===== src/rtl/aud_ser_pkg.sv =====
package aud_ser_pkg;

   typedef enum logic [1:0] {
      WID_8   = 2'd0,
      WID_16  = 2'd1,
      WID_16B = 2'd2,
      WID_32  = 2'd3
   } wid_code_e;

   localparam int unsigned BITS_NARROW = 8;
   localparam int unsigned BITS_MID    = 16;
   localparam int unsigned BITS_WIDE   = 32;

   // sample size selected by a width code; the spare code behaves as 16 bits
   function automatic int unsigned wid_bits(input logic [1:0] code);
      case (code)
         WID_8:   return BITS_NARROW;
         WID_32:  return BITS_WIDE;
         default: return BITS_MID;
      endcase
   endfunction

endpackage


===== src/rtl/aud_ser_ws_timer.sv =====
module aud_ser_ws_timer #(
   parameter int unsigned HP_W = 9
) (
   input  logic            clk,
   input  logic            arst_n,
   input  logic            bit_en,
   input  logic [HP_W-1:0] half_len,
   output logic            ws,
   output logic            slot_end
);

   logic [HP_W-1:0] pos_q;

   // >= keeps the counter bounded if half_len shrinks mid-half
   assign slot_end = (pos_q >= half_len);

   always_ff @(posedge clk or negedge arst_n) begin
      if (!arst_n) begin
         pos_q <= '0;
         ws    <= 1'b1;
      end else if (bit_en) begin
         if (slot_end) begin
            pos_q <= '0;
            ws    <= ~ws;
         end else begin
            pos_q <= pos_q + 1'b1;
         end
      end
   end

   p_ws_on_bit_r2: assert property (@(posedge clk) disable iff (!arst_n)
      !bit_en |=> $stable(ws));

endmodule


===== src/rtl/aud_ser_fetch.sv =====
module aud_ser_fetch #(
   parameter int unsigned DATA_W = 32
) (
   input  logic              clk,
   input  logic              arst_n,
   input  logic              bit_en,
   input  logic              slot_end,
   input  logic              ws,
   input  logic              mono_en,
   input  logic              halt,
   input  logic [DATA_W-1:0] fifo_data,
   input  logic              fifo_empty,
   output logic              fifo_pop,
   output logic [DATA_W-1:0] next_word,
   output logic              underrun
);

   logic [DATA_W-1:0] held_q;
   logic              need;
   logic              take;

   // current ws high means the next half is a left half
   assign need     = ~mono_en | ws;
   assign take     = bit_en & slot_end & need & ~halt & arst_n;
   assign fifo_pop = take & ~fifo_empty;

   always_comb begin
      if (halt || (need && fifo_empty))
         next_word = '0;
      else if (need)
         next_word = fifo_data;
      else
         next_word = held_q;
   end

   always_ff @(posedge clk or negedge arst_n) begin
      if (!arst_n) begin
         held_q   <= '0;
         underrun <= 1'b0;
      end else begin
         underrun <= take & fifo_empty;
         if (bit_en && slot_end && need)
            held_q <= next_word;
      end
   end

   p_pop_nonempty_r11: assert property (@(posedge clk) disable iff (!arst_n)
      fifo_pop |-> (!fifo_empty && bit_en));
   p_halt_no_pop_r8: assert property (@(posedge clk) disable iff (!arst_n)
      halt |-> !fifo_pop);
   p_mono_left_pop_r6: assert property (@(posedge clk) disable iff (!arst_n)
      (mono_en && fifo_pop) |=> !ws);
   p_underrun_cause_r9: assert property (@(posedge clk) disable iff (!arst_n)
      underrun |-> $past(fifo_empty && bit_en));

endmodule


===== src/rtl/aud_ser_shift.sv =====
module aud_ser_shift #(
   parameter int unsigned DATA_W = 32
) (
   input  logic              clk,
   input  logic              arst_n,
   input  logic              bit_en,
   input  logic              slot_end,
   input  logic [1:0]        width_code,
   input  logic [DATA_W-1:0] next_word,
   output logic              sd_q
);

   import aud_ser_pkg::*;

   logic [DATA_W-1:0] sh_q;
   logic [DATA_W-1:0] aligned;

   generate
      if (DATA_W == BITS_WIDE) begin : g_exact
         always_comb begin
            case (width_code)
               WID_8:   aligned = {next_word[BITS_NARROW-1:0], {(DATA_W-BITS_NARROW){1'b0}}};
               WID_32:  aligned = next_word;
               default: aligned = {next_word[BITS_MID-1:0], {(DATA_W-BITS_MID){1'b0}}};
            endcase
         end
      end else begin : g_wide
         always_comb begin
            case (width_code)
               WID_8:   aligned = {next_word[BITS_NARROW-1:0], {(DATA_W-BITS_NARROW){1'b0}}};
               WID_32:  aligned = {next_word[BITS_WIDE-1:0], {(DATA_W-BITS_WIDE){1'b0}}};
               default: aligned = {next_word[BITS_MID-1:0], {(DATA_W-BITS_MID){1'b0}}};
            endcase
         end
      end
   endgenerate

   always_ff @(posedge clk or negedge arst_n) begin
      if (!arst_n) begin
         sh_q <= '0;
         sd_q <= 1'b0;
      end else if (bit_en) begin
         sd_q <= sh_q[DATA_W-1];
         sh_q <= slot_end ? aligned : {sh_q[DATA_W-2:0], 1'b0};
      end
   end

   p_sd_on_bit_r3: assert property (@(posedge clk) disable iff (!arst_n)
      !bit_en |=> $stable(sd_q));

endmodule


===== src/rtl/aud_i2s_tx.sv =====
module aud_i2s_tx #(
   parameter int unsigned DATA_W = 32,
   parameter int unsigned HP_W   = 9
) (
   input  logic              clk,
   input  logic              rst_n,
   input  logic              bit_en,
   input  logic [1:0]        width_code,
   input  logic              mono_en,
   input  logic              halt,
   input  logic              chan_clr,
   input  logic              mute,
   input  logic [HP_W-1:0]   half_len,
   input  logic [DATA_W-1:0] fifo_data,
   input  logic              fifo_empty,
   output logic              fifo_pop,
   output logic              fifo_flush,
   output logic              ws,
   output logic              sd,
   output logic              underrun
);

   generate
      if (DATA_W < 32) begin : g_bad_data_w
         $error("DATA_W must hold a 32-bit sample");
      end
      if (HP_W < 1) begin : g_bad_hp_w
         $error("HP_W must be at least 1");
      end
   endgenerate

   logic              arst_n;
   logic              slot_end;
   logic              sd_q;
   logic [DATA_W-1:0] next_word;

   assign arst_n     = rst_n & ~chan_clr;
   assign fifo_flush = chan_clr;
   assign sd         = sd_q & ~mute & ~halt;

   aud_ser_ws_timer #(.HP_W(HP_W)) u_timer (
      .clk      (clk),
      .arst_n   (arst_n),
      .bit_en   (bit_en),
      .half_len (half_len),
      .ws       (ws),
      .slot_end (slot_end)
   );

   aud_ser_fetch #(.DATA_W(DATA_W)) u_fetch (
      .clk        (clk),
      .arst_n     (arst_n),
      .bit_en     (bit_en),
      .slot_end   (slot_end),
      .ws         (ws),
      .mono_en    (mono_en),
      .halt       (halt),
      .fifo_data  (fifo_data),
      .fifo_empty (fifo_empty),
      .fifo_pop   (fifo_pop),
      .next_word  (next_word),
      .underrun   (underrun)
   );

   aud_ser_shift #(.DATA_W(DATA_W)) u_shift (
      .clk        (clk),
      .arst_n     (arst_n),
      .bit_en     (bit_en),
      .slot_end   (slot_end),
      .width_code (width_code),
      .next_word  (next_word),
      .sd_q       (sd_q)
   );

   p_mute_quiet_r7: assert property (@(posedge clk) disable iff (!rst_n)
      (mute || halt) |-> !sd);
   p_clr_state_r10: assert property (@(posedge clk) disable iff (!rst_n)
      chan_clr |-> (ws && !sd && !fifo_pop));

endmodule


===== config.mk =====
export PLATFORM = sky130hd
export DESIGN_NAME = aud_i2s_tx
export DESIGN_NICKNAME = d
export VERILOG_FILES = /design/src/rtl/aud_ser_pkg.sv /design/src/rtl/aud_ser_ws_timer.sv /design/src/rtl/aud_ser_fetch.sv /design/src/rtl/aud_ser_shift.sv /design/src/rtl/aud_i2s_tx.sv
export SDC_FILE = /design/constraint.sdc
export NUM_CORES = 1
export LEC_CHECK = 0
export CAP_MARGIN = 20
export CELL_PAD_IN_SITES_DETAIL_PLACEMENT = 1
export CELL_PAD_IN_SITES_GLOBAL_PLACEMENT = 1
export CORE_MARGIN = 1
export CORE_UTILIZATION = 47
export DETAILED_ROUTE_END_ITERATION = 10
export DONT_BUFFER_PORTS = 1
export PLACE_DENSITY = 0.83
export SETUP_SLACK_MARGIN = 0.05
export SLEW_MARGIN = 20
export SYNTH_ARGS = -nofsm -noshare
export SYNTH_HDL_FRONTEND = slang
export SYNTH_SLANG_ARGS = --single-unit

===== constraint.sdc =====
create_clock -name clk -period 17.45 [get_ports clk]
set_clock_uncertainty 0.05 [all_clocks]
set_input_delay 3.49 -clock clk [delete_from_list [all_inputs] [get_ports clk]]
set_output_delay 3.49 -clock clk [all_outputs]
set_load 0.01 [all_outputs]

### After elaboration in Yosys (flattened, before gate mapping)

Cells that the tools add are included.

| storage, ports and cells | value |
|---|---|
| output and inout bits | 5 |
| bits of input ports | 51 |
| word-level logic and storage cells | 36 |
| register bits after elaboration | 76 |

| cells by class | value |
|---|---|
| multiplexer cells | 5 |
| add/sub/neg operators | 1 |
| $lt $le $gt $ge | 1 |
| bitwise logic cells | 16 |
| equal/unequal tests | 1 |
| reductions and logical operators | 6 |

Operators by type and width:

| operator | count |
|---|---|
| $mux W32 | 3 |
| $pmux W32 S2 | 1 |
| $add A9 B1 Y9 const B | 1 |
| $and A1 B1 Y1 | 9 |
| $ge A9 B9 Y1 | 1 |
| $mux W9 | 1 |
| $not A1 Y1 | 6 |
| $logic_and A1 B1 Y1 | 3 |
| $eq A2 B2 Y1 const B | 1 |
| $logic_not A2 Y1 | 1 |
| $reduce_and A2 Y1 | 1 |
| $logic_or A1 B1 Y1 | 1 |
| $or A1 B1 Y1 | 1 |

### Logic depth before layout (Yosys ltp)

| logic depth | value |
|---|---|
| depth in word-level cells | 7 |
| mapped depth | 9 |
| gate-level depth less buffers | 7 |

### Modules after synthesis

Synthesis repeated with hierarchy kept, for this count alone.

| second synthesis, totals | value |
|---|---|
| cell total of the unflattened synthesis | 456 |
| area, all modules | 4380.5 µm² |

Modules (own cells, without submodules):

| module | area each (µm²) | seq. area each (µm²) | cells each | instances |
|---|---|---|---|---|
| aud_ser_fetch | 1830.5 | 825.8 | 190 | 1 |
| aud_ser_shift | 1818.0 | 825.8 | 182 | 1 |
| aud_ser_ws_timer | 705.7 | 251.5 | 81 | 1 |
| aud_i2s_tx | 26.3 | 0.0 | 3 | 1 |

### Worst setup path before layout

No wires, ideal clock.

| path | value |
|---|---|
| path kind | input to output |
| from | input port chan_clr |
| to | output port fifo_pop |
| data arrival time | 7796 ps |
| buffers on the path | 0 |
| stages | 2 |
| slack | 6114 ps |
| required time | 13910 ps |
| path through | nor2b_1 -> and4b_1 |

| on the way | value |
|---|---|
| cells in the longest elaborated chain, start to end | 4 |

Ends and longest elaborated chain:

| item | RTL line | text |
|---|---|---|
| start: declaration | aud_i2s_tx.sv:11 | `input logic chan_clr,` |
| $not A1 Y1 | aud_i2s_tx.sv:37 | `assign arst_n = rst_n & ~chan_clr;` |
| $and A1 B1 Y1 | aud_i2s_tx.sv:37 |  |
| $and A1 B1 Y1 | aud_ser_fetch.sv:24 | `assign take = bit_en & slot_end & need & ~halt & arst_n;` |
| $and A1 B1 Y1 | aud_ser_fetch.sv:25 | `assign fifo_pop = take & ~fifo_empty;` |
| end: declaration | aud_i2s_tx.sv:16 | `output logic fifo_pop,` |

Every way passes these cells.

### Final worst setup path

| path | value |
|---|---|
| from | input port half_len[7] |
| to | output port fifo_pop |

| on the way | value |
|---|---|
| cells in the longest elaborated chain, start to end | 6 |

Ends and longest elaborated chain:

| item | RTL line | text |
|---|---|---|
| start: declaration | aud_i2s_tx.sv:13 | `input logic [HP_W-1:0] half_len,` |
| $ge A9 B9 Y1 | aud_ser_ws_timer.sv:15 | `assign slot_end = (pos_q >= half_len);` |
| $and A1 B1 Y1 (4 in a row) | aud_ser_fetch.sv:24 |  |
| $and A1 B1 Y1 | aud_ser_fetch.sv:25 |  |

Every way passes these cells.

==> flow_summary.yaml <==
outcome:
  status: "finished, final reports clean"
timing:
  maxSlewHeadroom: 0.5097
  drv_slew: 0
  finalCritPeriodShare: 0.5344
  rsz0062_at_grt: "no"
  min_period_ns: 9.326
  setup_viol: 0
  fmax_mhz: 107.2
  fin_tns_setup_ns: 0
  worst_slack_ns: 8.124
  tightest_slew_ns: 0.7355
  finalHoldViolations: 0
logic_synthesis:
  yosysUniqueCellTypes: 46
  syn_inst: 458
  synth_nets: 521
  ys_seq_elements: 76
  postSynthAreaPerCell_um2: 9.649
  yosys_warnings: 0
  synth_seq_area_share: 0.4306
  synthArstFlopShare: 1.000
  synth_area_um2: 4419
  synthFlopType: "dfrtp_1"
  synth_edf_count: 0
cts:
  clk_latency_ns: 0.35
  numClockSinks: 76
  clock_path_buffers: 2
  cts_tree: "done"
  cts-root-buf: "clkbuf_8"
  cts_buffers: 9
  path_clk_slew_ns: 0.08
  hold_buffers: 0
  cts.htree.levels: 3
  postCtsSetupBuffers: 0
  cts_resized: 0
pwr:
  power_frac_comb: 0.269
  p_per_area_nw_per_um2: 124.7
  clkPwrFrac: 0.281
  power_leakage_nw: 2.045
  power_switching_mw: 0.1955
  irDropWorstVdd_v: 0.00006616
  intPower_mw: 0.3982
  power_frac_seq: 0.450
  switching_share: 0.3293
cells_and_area:
  multiInputGateArea_um2: 2111
  drive_above_1_share: 0.07965
  final_area_um2: 4760
  finalNonFillerCells: 563
  layout_common_cells: "dfrtp_1 (75), inv_1 (70), mux2i_1 (65)"
  syn2layout_area_growth_pct: 7.701
  final_common_cell: "dfrtp_1"
  postLayoutCoreUtil: 0.5200
  diodes: 0
  layout.nets: 510
  nFillCells: 1028
  seq_area_um2: 1903
detailed_routing:
  via_per_inst: 6.153
  drt_iter0_markers: 145
  drc_errors: 0
  wirelength_um: 11380
  final_antenna_net_count: 0
  wl_per_cell_um: 20.22
  first_pass_iters: 4
  vias: 3464
setup_path:
  cp_common_cell: "buf_4"
  cpMaxStageDelayCell: "buf_4"
  crit_path_end_kind: "output pin"
  start_kind: "input pin"
  required_ns: 13.91
  cpPeakStageDelay_ns: 0.51
  cp_num_buf_inv: 3
  crit_fanout: 35
  crit_path_cell_trace: "inv_1, ha_1, nand3_1, nor3b_2, o31ai_4, buf_4, a211oi_4, buf_4, and4b_1"
  crit_family: "buffers and inverters"
  crit_arrival_ns: 5.79
  worstSetupPathType: "input pin to output pin"
placed_design:
  place_congestion: 0.8057
  dp.cells: 545
  place_hpwl_um: 7587
  port_buffers: 0
  post_dp_cell_area_um2: 4476
  dp_worst_setup_slack_ns: 8.127
floorplanning:
  die-area_um2: 9794
  die_w_um: 98.97
  die_h_um: 98.97
  core_um2: 9153
  rows: 35
  initial_core_util: 0.4828
  ioPinCount: 56
global_route:
  grt_max_degree: 79
  antenna_found_initial: 0
  grt_pass1_vias: 3797
  grt-ovfl-total: 0
  grt_pass1_wl_um: 19370
  grt_usage: 0.2552
worst_hold_path:
  hold_path_class: "register to register"
run:
  max_cap_violations: 0
## metrics by stage
stage	hold slack (ns)	power, mW
after floorplan	0.4051	0.3867
after global placement	0.4212	0.4154
after detailed placement	0.4326	0.4298
after CTS	0.4541	0.5979
after global routing	0.4689	0.6308
final	0.4520	0.5937
## power by group through the flow
stage / logic (mW) / clock network (mW) / registers, mW
floorplan: 0.128 / 0 / 0.259
global placement: 0.149 / 0 / 0.266
detailed placement: 0.160 / 0 / 0.270
CTS: 0.162 / 0.169 / 0.267
global route: 0.181 / 0.175 / 0.275
finish: 0.160 / 0.167 / 0.267
## per-layer routing
metal,share of wire,vias to the layer above,track usage
li1,-,1608,-
met5,0,-,0
met2,0.51,76,0.4513
met1,0.43,1763,0.3147
met3,0.040,17,0.05887
met4,0.015,0,0.06200
## state kept, by name (all words and copies together) (netlist names)
| signal | cells |
|---|---|
| u_timer.ws | 1 |
| u_shift.sh_q | 32 |
| u_shift.sd_q | 1 |
| u_fetch.held_q | 32 |
| u_fetch.underrun | 1 |
| u_timer.pos_q | 9 |
## path summary, 6_finish.rpt
path	slack, ns	start	to	depth (start not counted)
min in group asynchronous	3.12	chan_clr	u_fetch.held_q[12]$_DFFE_PN0P_	2
max in group asynchronous	13.57	rst_n	u_timer.ws$_DFFE_PN1N_	3
max	8.12	half_len[7]	fifo_pop	9
min	0.45	u_shift.sh_q[27]$_DFFE_PN0P_	u_shift.sh_q[27]$_DFFE_PN0P_	1
max reg2reg	14.64	u_timer.pos_q[7]$_DFFE_PN0P_	u_shift.sh_q[5]$_DFFE_PN0P_	6
min reg2reg	0.45	u_shift.sh_q[27]$_DFFE_PN0P_	u_shift.sh_q[27]$_DFFE_PN0P_	1
## kinds of logic (layout without fill, tap and decap cells)
logic type / Yosys count / after routing / synth area share
compound gates: 91 / 91 / 0.1611
xor+xnor: 4 / 4 / 0.007929
fa+ha+maj: 12 / 12 / 0.03397
buf+inv: 102 / 96 / 0.09598
flops: 76 / 76 / 0.4306
mux: 66 / 66 / 0.1498
simple gates: 107 / 107 / 0.1206
## area by class of cell
type / count / area share
multi-input combinational: 280 / 0.4435
sequential: 76 / 0.3998
inverter: 70 / 0.05521
tap: 111 / 0.02918
clock buffer: 10 / 0.02892
clock inverter: 6 / 0.02340
timing repair buffer: 10 / 0.01998
## synth_stat cells (all sizes together) (3+ instances only)
library cell  instances  area share
dfrtp                75        0.42
inv                  70       0.059
mux2i                65        0.15
nand2                47       0.040
nand4                25       0.035
o221ai               24       0.048
clkbuf               19       0.016
o22ai                15       0.021
buf                  13       0.020
ha                   12       0.034
nor2                 12       0.010
o2bb2ai               9       0.018
o31ai                 9       0.018
a211oi                7       0.015
o21ai                 7      0.0079
a21oi                 6      0.0068
nand3                 6      0.0068
nand2b                4      0.0057
nor3b                 4      0.0079
a31oi                 3      0.0042
nor2b                 3      0.0042
xnor2                 3      0.0059
Power figures use the tool's default switching activity.
